==> src/rtl/ahb_burst_pkg.sv <==
package ahb_burst_pkg;

  typedef enum logic [1:0] {
    TR_IDLE   = 2'b00,
    TR_BUSY   = 2'b01,
    TR_NONSEQ = 2'b10,
    TR_SEQ    = 2'b11
  } htrans_e;

  localparam logic [2:0] BT_SINGLE = 3'b000;
  localparam logic [2:0] BT_INCR   = 3'b001;

  // log2 of the beat count of a fixed-length code; 0 for single and undefined
  function automatic logic [2:0] beats_log2(input logic [2:0] code);
    case (code[2:1])
      2'b01:   beats_log2 = 3'd2;
      2'b10:   beats_log2 = 3'd3;
      2'b11:   beats_log2 = 3'd4;
      default: beats_log2 = 3'd0;
    endcase
  endfunction

  function automatic logic is_wrap(input logic [2:0] code);
    is_wrap = (code[0] == 1'b0) && (code != BT_SINGLE);
  endfunction

  function automatic logic is_fixed_incr(input logic [2:0] code);
    is_fixed_incr = code[0] && (code != BT_INCR);
  endfunction

endpackage

==> src/rtl/burst_desc_check.sv <==
module burst_desc_check
  import ahb_burst_pkg::*;
#(
  parameter int ADDR_W    = 32,
  parameter int MAX_SIZE  = 2,
  parameter int PAGE_LOG2 = 10
) (
  input  logic [ADDR_W-1:0] addr,
  input  logic [2:0]        burst,
  input  logic [2:0]        size,
  output logic              ok,
  output logic [3:0]        beats_m1
);
  localparam int PAGE_HI = ADDR_W - PAGE_LOG2;

  logic [ADDR_W-1:0] lane_mask;
  logic [ADDR_W-1:0] last_addr;
  logic              size_ok, aligned, crosses;

  always_comb begin
    beats_m1  = 4'((5'd1 << beats_log2(burst)) - 5'd1);
    size_ok   = (int'(size) <= MAX_SIZE);
    lane_mask = (ADDR_W'(1) << size) - ADDR_W'(1);
    aligned   = ((addr & lane_mask) == '0);
    last_addr = addr + (ADDR_W'(beats_m1) << size);
    crosses   = is_fixed_incr(burst) &&
                (addr[ADDR_W-1 -: PAGE_HI] != last_addr[ADDR_W-1 -: PAGE_HI]);
    ok        = size_ok && aligned && !crosses;
  end

endmodule

==> src/rtl/burst_next_addr.sv <==
module burst_next_addr
  import ahb_burst_pkg::*;
#(
  parameter int ADDR_W    = 32,
  parameter int PAGE_LOG2 = 10
) (
  input  logic [ADDR_W-1:0] cur_addr,
  input  logic [2:0]        burst,
  input  logic [2:0]        size,
  output logic [ADDR_W-1:0] nxt_addr,
  output logic              page_edge
);
  logic [ADDR_W-1:0] step, sum, wrap_mask;

  always_comb begin
    step      = ADDR_W'(1) << size;
    sum       = cur_addr + step;
    wrap_mask = (ADDR_W'(1) << (size + beats_log2(burst))) - ADDR_W'(1);
    if (is_wrap(burst))
      nxt_addr = (cur_addr & ~wrap_mask) | (sum & wrap_mask);
    else
      nxt_addr = sum;
    page_edge = (nxt_addr[PAGE_LOG2-1:0] == '0);
  end

endmodule

==> src/rtl/ahb_burst_agen.sv <==
module ahb_burst_agen
  import ahb_burst_pkg::*;
#(
  parameter int ADDR_W    = 32,
  parameter int MAX_SIZE  = 2,
  parameter int PAGE_LOG2 = 10
) (
  input  logic              clk,
  input  logic              rst_n,
  input  logic              desc_valid,
  output logic              desc_ready,
  input  logic [ADDR_W-1:0] desc_addr,
  input  logic [2:0]        desc_burst,
  input  logic [2:0]        desc_size,
  input  logic              desc_write,
  output logic              desc_err,
  input  logic              busy_req,
  input  logic              incr_more,
  input  logic              hready,
  output logic [ADDR_W-1:0] haddr,
  output logic [1:0]        htrans,
  output logic [2:0]        hburst,
  output logic [2:0]        hsize,
  output logic              hwrite
);
  htrans_e           trans_q;
  logic [ADDR_W-1:0] addr_q;
  logic [2:0]        burst_q, size_q;
  logic              write_q, undef_q, restart_q, err_q;
  logic [3:0]        left_q;

  logic              chk_ok;
  logic [3:0]        chk_beats_m1;
  logic [ADDR_W-1:0] nxt_addr;
  logic              page_edge;
  logic              accept, beat_last;

  burst_desc_check #(.ADDR_W(ADDR_W), .MAX_SIZE(MAX_SIZE), .PAGE_LOG2(PAGE_LOG2)) check_i (
    .addr(desc_addr), .burst(desc_burst), .size(desc_size),
    .ok(chk_ok), .beats_m1(chk_beats_m1)
  );

  burst_next_addr #(.ADDR_W(ADDR_W), .PAGE_LOG2(PAGE_LOG2)) step_i (
    .cur_addr(addr_q), .burst(burst_q), .size(size_q),
    .nxt_addr(nxt_addr), .page_edge(page_edge)
  );

  assign desc_ready = (trans_q == TR_IDLE) && hready;
  assign accept     = desc_valid && desc_ready;
  assign beat_last  = undef_q ? !incr_more : (left_q == 4'd0);

  always_ff @(posedge clk or negedge rst_n) begin
    if (!rst_n) begin
      trans_q   <= TR_IDLE;
      addr_q    <= '0;
      burst_q   <= BT_SINGLE;
      size_q    <= '0;
      write_q   <= 1'b0;
      undef_q   <= 1'b0;
      restart_q <= 1'b0;
      err_q     <= 1'b0;
      left_q    <= '0;
    end else begin
      err_q <= accept && !chk_ok;
      if (hready) begin
        case (trans_q)
          TR_IDLE: begin
            if (desc_valid && chk_ok) begin
              trans_q   <= TR_NONSEQ;
              addr_q    <= desc_addr;
              burst_q   <= desc_burst;
              size_q    <= desc_size;
              write_q   <= desc_write;
              undef_q   <= (desc_burst == BT_INCR);
              left_q    <= chk_beats_m1;
              restart_q <= 1'b0;
            end
          end
          TR_NONSEQ, TR_SEQ: begin
            if (beat_last) begin
              trans_q <= TR_IDLE;
            end else begin
              addr_q    <= nxt_addr;
              restart_q <= undef_q && page_edge;
              if (!undef_q) left_q <= left_q - 4'd1;
              if (busy_req)                 trans_q <= TR_BUSY;
              else if (undef_q && page_edge) trans_q <= TR_NONSEQ;
              else                          trans_q <= TR_SEQ;
            end
          end
          TR_BUSY: begin
            if (undef_q && !incr_more) trans_q <= TR_IDLE;
            else if (!busy_req)        trans_q <= restart_q ? TR_NONSEQ : TR_SEQ;
          end
          default: trans_q <= TR_IDLE;
        endcase
      end
    end
  end

  assign haddr    = addr_q;
  assign htrans   = trans_q;
  assign hburst   = burst_q;
  assign hsize    = size_q;
  assign hwrite   = write_q;
  assign desc_err = err_q;

endmodule

==> config.mk <==
export PLATFORM = sky130hd
export DESIGN_NAME = ahb_burst_agen
export DESIGN_NICKNAME = d
export VERILOG_FILES = /design/src/rtl/ahb_burst_pkg.sv /design/src/rtl/burst_desc_check.sv /design/src/rtl/burst_next_addr.sv /design/src/rtl/ahb_burst_agen.sv
export SDC_FILE = /design/constraint.sdc
export NUM_CORES = 1
export LEC_CHECK = 0
export BUFFER_PORTS_ARGS = -buffer_cell sky130_fd_sc_hd__buf_2
export CAP_MARGIN = 20
export CORE_ASPECT_RATIO = 1.4
export CORE_MARGIN = 4
export CORE_UTILIZATION = 52
export CTS_BUF_LIST = sky130_fd_sc_hd__clkbuf_4
export CTS_CLUSTER_SIZE = 28
export DETAILED_ROUTE_END_ITERATION = 16
export HOLD_SLACK_MARGIN = 0.06
export PLACE_DENSITY = 0.79
export SLEW_MARGIN = 30
export SYNTH_ARGS = -nofsm -noshare
export SYNTH_HDL_FRONTEND = slang
export SYNTH_SLANG_ARGS = --single-unit
export TNS_END_PERCENT = 10
==> constraint.sdc <==
create_clock -name clk -period 3.6 [get_ports clk]
set_input_delay 0.9 -clock clk [delete_from_list [all_inputs] [get_ports clk]]
set_output_delay 0.9 -clock clk [all_outputs]
set_load 0.05 [all_outputs]
# Word level (Yosys, flattened, before mapping)
# Index checks and enable logic that the tools add are counted.
# Widths: inputs -> output; s select.
word_totals:
  register_bits: 48
  elab_cells: 91
  out_inout_bits: 43
  input_bits: 45
classes:
  n_mux: 22
  order_cmp: 1
  n_eq_ne: 16
  reduce_logical: 25
  n_shift: 5
  add_sub_neg: 7
  n_bitwise: 6
ops:
  columns: ["op", "n"]
  rows:
  - ["$and 32x32->32", 3]
  - ["$mux 32", 3]
  - ["$shl 1x3->32 const A", 3]
  - ["$add 32x32->32", 2]
  - ["$pmux 32 s2", 1]
  - ["$sub 32x2->32 const B", 2]
  - ["$logic_not 32->1", 1]
  - ["$not 32->32", 1]
  - ["$or 32x32->32", 1]
  - ["$shl 4x3->32", 1]
  - ["$ne 22x22->1", 1]
  - ["$pmux 3 s3", 2]
  - ["$eq 2x2->1 const B", 6]
  - ["$mux 4", 3]
  - ["$logic_and 1x1->1", 11]
  - ["$logic_not 10->1", 1]
  - ["$mux 2", 5]
  - ["$pmux 4 s2", 1]
  - ["$sub 4x1->4 const B", 2]
  - ["$eq 2x1->1 const B", 3]
  - ["$pmux 2 s3", 1]
  - ["$reduce_and 3->1", 2]
  - ["$mux 1", 5]
  - ["$reduce_and 5->1", 1]
  - ["17 further kinds", 20]

# Depth between registers and ports, before layout
depth:
  depth_word: 15
  mapped_depth: 17

# Hierarchy
# From an unflattened synthesis, not the netlist that was laid out.
unflattened:
  hier_cells: 488
  hier_area_um2: 4201.5
by_module_without_submodules:
  columns: ["module", "cells_each", "instances", "area_per_inst_um2"]
  rows:
  - ["ahb_burst_agen", 213, 1, 2282.2]
  - ["burst_next_addr", 189, 1, 1325.0]
  - ["burst_desc_check", 86, 1, 594.3]

# Least setup slack after synthesis
# Ideal clock, no wire load.
synth_timing:
  path_type: "reg-to-reg"
  start: "register burst_q[1] (netlist: hburst[1])"
  end: "register trans_q[0] (netlist: htrans[0])"
  stages_incl_launch_ff: 18
  setup_slack_ps: -606
  arrival_ps: 4075
  synth_period_minus_slack_ps: 4206
  path_cell_list: "dfrtp_1 > inv_1 > ha_1 > ha_1 > fa_1 > xor3_1 > nor2_1 > nand2_1 > ha_1 > buf_1 > inv_1 > o31ai_2 > a21oi_1 > o31ai_1 > nand4_1 > or4_1 > o21ai_1 > a31oi_1"
synth_via:
  elab_chain_cells: 15
  word_cells_on_any_way: 20
synth_rtl:
  columns: ["item", "line_no", "source"]
  rows:
  - ["start, declared", "ahb_burst_agen.sv:28", "logic [2:0] burst_q, size_q;"]
  - ["start signal, assigned", "ahb_burst_agen.sv:71", "burst_q <= desc_burst;"]
  - ["$eq 2x2->1 or $eq 2x1->1 (tied branches)", "ahb_burst_pkg.sv:15", "case (code[2:1])"]
  - ["$pmux 3 s3", "ahb_burst_pkg.sv:15", null]
  - ["$add 3x3->3", "burst_next_addr.sv:18", "wrap_mask = (ADDR_W'(1) << (size + beats_log2(burst))) - ADDR_W'(1);"]
  - ["$shl 1x3->32", "burst_next_addr.sv:18", null]
  - ["$sub 32x2->32", "burst_next_addr.sv:18", null]
  - ["$not 32->32", "burst_next_addr.sv:20", "nxt_addr = (cur_addr & ~wrap_mask) | (sum & wrap_mask);"]
  - ["$and 32x32->32", "burst_next_addr.sv:20", null]
  - ["$or 32x32->32", "burst_next_addr.sv:20", null]
  - ["$mux 32 *", "burst_next_addr.sv:19", "if (is_wrap(burst))"]
  - ["$logic_not 10->1 *", "burst_next_addr.sv:23", "page_edge = (nxt_addr[PAGE_LOG2-1:0] == '0);"]
  - ["$logic_and 1x1->1 *", "ahb_burst_agen.sv:87", "else if (undef_q && page_edge) trans_q <= TR_NONSEQ;"]
  - ["$mux 1 *", "ahb_burst_agen.sv:87", null]
  - ["$mux 2 *", "ahb_burst_agen.sv:86", "if (busy_req) trans_q <= TR_BUSY;"]
  - ["$mux 2 *", "ahb_burst_agen.sv:80", "if (beat_last) begin"]
  - ["$pmux 2 s3 *", "ahb_burst_agen.sv:66", "case (trans_q)"]
  - ["end signal, assigned", "ahb_burst_agen.sv:93", "else if (!busy_req) trans_q <= restart_q ? TR_NONSEQ : TR_SEQ;"]
  - ["end, declared", "ahb_burst_agen.sv:26", "htrans_e trans_q;"]
# Every way passes the cells marked *; elsewhere a longest branch is shown, timed or not.
# A chain may end at the register's enable or synchronous reset.

# Final worst setup path
# Ends and elaborated chain as after synthesis.

==> results.py <==
metrics = {
    "clock_network": {
        "clockRootBuffer": "clkbuf_4",
        "clk_pin_slew_ns": 0.15,
        "clk_latency_ns": 0.38,
        "cts_buffer_depth": 2,
        "cts_tree": "done",
        "cts_buffers": 5,
        "htree_levels": 2,
        "cts_sinks": 48,
        "ctsHoldBuffers": 0,
    },
    "cells_and_area": {
        "areaGrowthSynthToFinish_pct": 23.0,
        "mostFrequentLayoutCells": "buf_2 (87), nand2_1 (72), buf_4 (53)",
        "fin_nets": 731,
        "antenna_cells": 0,
        "final_cells": 762,
        "final_common_cell": "buf_2",
        "drive_gt1_share_pct": 30.3,
        "design_area_um2": 5320,
        "nFillCells": 708,
    },
    "critical_path": {
        "reg2reg_depth": 17,
        "worstPathRequired_ns": 3.88,
        "critPathKind": "reg -> reg",
        "cp-end-kind": "register",
        "crit_path_start_kind": "register",
        "regToRegSetupSlack_ns": 0.06,
        "cp_max_fo": 5,
        "r2r_start": "hburst[1]$_DFFE_PN0P_",
        "crit_arrival_ns": 3.81,
        "timing.rr.end": "htrans[0]$_DFFE_PN0P_",
    },
    "route": {
        "via_per_inst": 6.32,
        "wl_mm": 13.7,
        "route.vias.total": 4813,
        "first_pass_iters": 6,
        "drt_iter0_drc": 462,
        "postRouteAntennaNets": 0,
        "wl_per_cell_um": 18.0,
        "remaining_drc_errors": 0,
    },
    "logic_synthesis": {
        "synth_xor_area_share_pct": 2.72,
        "synth_compound_area_share_pct": 28.7,
        "synthCells": 539,
        "async_flop_share_pct": 100,
        "yosysTopAreaCellShare_pct": 27.7,
        "ys_warn_count": 0,
        "ys_ff_latch": 48,
        "synthAdderAreaFrac_pct": 8.15,
        "synthesis.nets": 611,
        "synth_top_family_by_area": "compound AO/OA/AOI/OAI gates",
        "yosysTopAreaCell": "dfrtp_1",
        "synth_simple_gate_area_share_pct": 25.0,
        "synthDistinctLibCells": 81,
        "synth.area.top_cells": "dfrtp_1 (28%), ha_1 (7.2%), nand2_1 (6.2%)",
        "syn-cell-area_um2": 4330,
        "ys_seq_area_share_pct": 27.7,
        "ys.flop_type": "dfrtp_1",
        "synthMuxAreaShare_pct": 1.42,
        "syn_avg_cell_area_um2": 8.03,
        "synth_edf_count": 0,
    },
    "power_and_ir_drop": {
        "ir_drop_v": 0.000957,
        "p_per_area_nw_per_um2": 994,
        "power_leakage_nw": 2.44,
        "power_mw": 5.29,
    },
    "global_route": {
        "grt_max_degree": 42,
        "grt_pass1_wl_mm": 21.4,
        "gr-total-overflow": 0,
        "grt.total_usage_pct": 26.8,
        "grt_pass1_vias": 4471,
        "antenna_found_initial": 0,
    },
    "placement": {
        "dpl.cell_count": 752,
        "dpl_cell_area_um2": 5170,
        "dp_hpwl_mm": 10.5,
        "portBuffers": 87,
        "place.gp.congestion": 0.944,
    },
    "floorplan": {
        "rows": 39,
        "initial_core_util_pct": 53.1,
        "fp.dieW_um": 85.1,
        "io_pins": 88,
        "die_h_um": 116,
        "dieArea_um2": 9870,
        "core_um2": 8150,
    },
    "sta": {
        "hold_ws_ns": 0.501,
        "hold_viol": 0,
        "tightest_slew_ns": 0.813,
        "max-slew-margin-rel_pct": 45.7,
        "rsz0062_at_grt": "yes",
        "setup_violations": 0,
        "slew_violations": 0,
        "clock_skew_ns": 0.0165,
        "period_share_pct": 98.2,
        "fmax_mhz": 283,
        "layout_min_cycle_time_ns": 3.54,
    },
    "min_path": {
        "min_to": "hwrite$_DFFE_PN0P_",
        "min_from": "hwrite$_DFFE_PN0P_",
        "whs_path_depth": 2,
        "hp-class": "reg -> reg",
    },
    "job": {
        "cap_violations": 0,
    },
    "status": {
        "outcome": "finished clean",
    },
}
power by group:
group	switching [mW]	internal [mW]	leakage [nW]	total (mW)
sequential	0.291	0.764	0.565	1.06
clock	0.189	0.153	0.0456	0.342
combinational	2.43	1.46	1.83	3.89
total	2.91	2.38	2.44	5.29
through the flow:
stage	TNS, ns	utilization [%]	setup WS [ns]
floorplan	-0.00780	-	-0.00780
global placement	-1.26	63.5	-0.168
detailed placement	-4.29	63.5	-0.254
CTS	0	64.6	0.0373
global route	-0.114	65.3	-0.0661
finish	0	65.3	0.0648
repair_timing:
item | CTS | global route
setup endpoints to repair | 2 | 6
setup buffers | 0 | 2
resized for setup | 2 | 11
pin swaps | 0 | 5
cell families after synthesis:
group	after synthesis
simple gates	218
compound gates	174
buf+inv	56
flops	48
fa+ha+maj	27
xor+xnor	10
mux	6
how the worst max path moves through the flow:
stage / slack [ns] / depth (start not counted) / end / start
floorplan: -0.008 / 14 / register / desc_size[1]
global placement: -0.17 / 13 / register / desc_size[1]
detailed placement: -0.25 / 13 / register / desc_size[1]
CTS: 0.04 / 17 / htrans[0]$_DFFE_PN0P_ / hburst[1]$_DFFE_PN0P_
global route: -0.07 / 17 / htrans[0]$_DFFE_PN0P_ / hburst[1]$_DFFE_PN0P_
finish: 0.06 / 17 / htrans[0]$_DFFE_PN0P_ / hburst[1]$_DFFE_PN0P_
synth_stat cells (6+ instances only):
cell type / number
clkbuf_1: 15
and2_1: 7
a31oi_1: 10
ha_1: 25
a211oi_1: 6
a211o_1: 6
xor2_1: 6
inv_1: 24
and3_1: 14
dfrtp_1: 48
a21oi_1: 38
nand4_1: 8
o21ai_0: 26
nand3_1: 19
nor3_1: 22
nand2_1: 72
nor2_1: 41
o22ai_1: 10
critical path, stage by stage, from the launching register on:
cell and delay (ns):
dfrtp_2 0.39, inv_2 0.04, ha_1 0.20, ha_1 0.20
fa_2 0.36, xor3_2 0.27, nor2_4 0.14, nand2_1 0.10
ha_4 0.21, inv_1 0.08, o31ai_2 0.08, buf_4 0.16
a211o_1 0.28, o31ai_2 0.09, nand4_1 0.13, or4_4 0.47
o21ai_2 0.14, a31oi_1 0.10
layer usage:
layer / GRT usage [%] / vias up / share of wire, %
met3: 2.92 / 43 / 5.8
li1: - / 2266 / -
met4: 11.0 / 0 / 3.9
met1: 32.7 / 2298 / 40
met5: 0 / - / 0
met2: 47.8 / 206 / 51
layout make-up:
class                      count  area [µm²]  area share (%)
clock buffer                   6        45.0           0.846
clock inverter                 2        35.0           0.658
inverter                      25        93.8            1.76
multi-input combinational    435        2910            54.7
sequential                    48        1200            22.6
tap                          102         128            2.40
timing repair buffer         144         905            17.0
(Power assumes the default switching activity.)
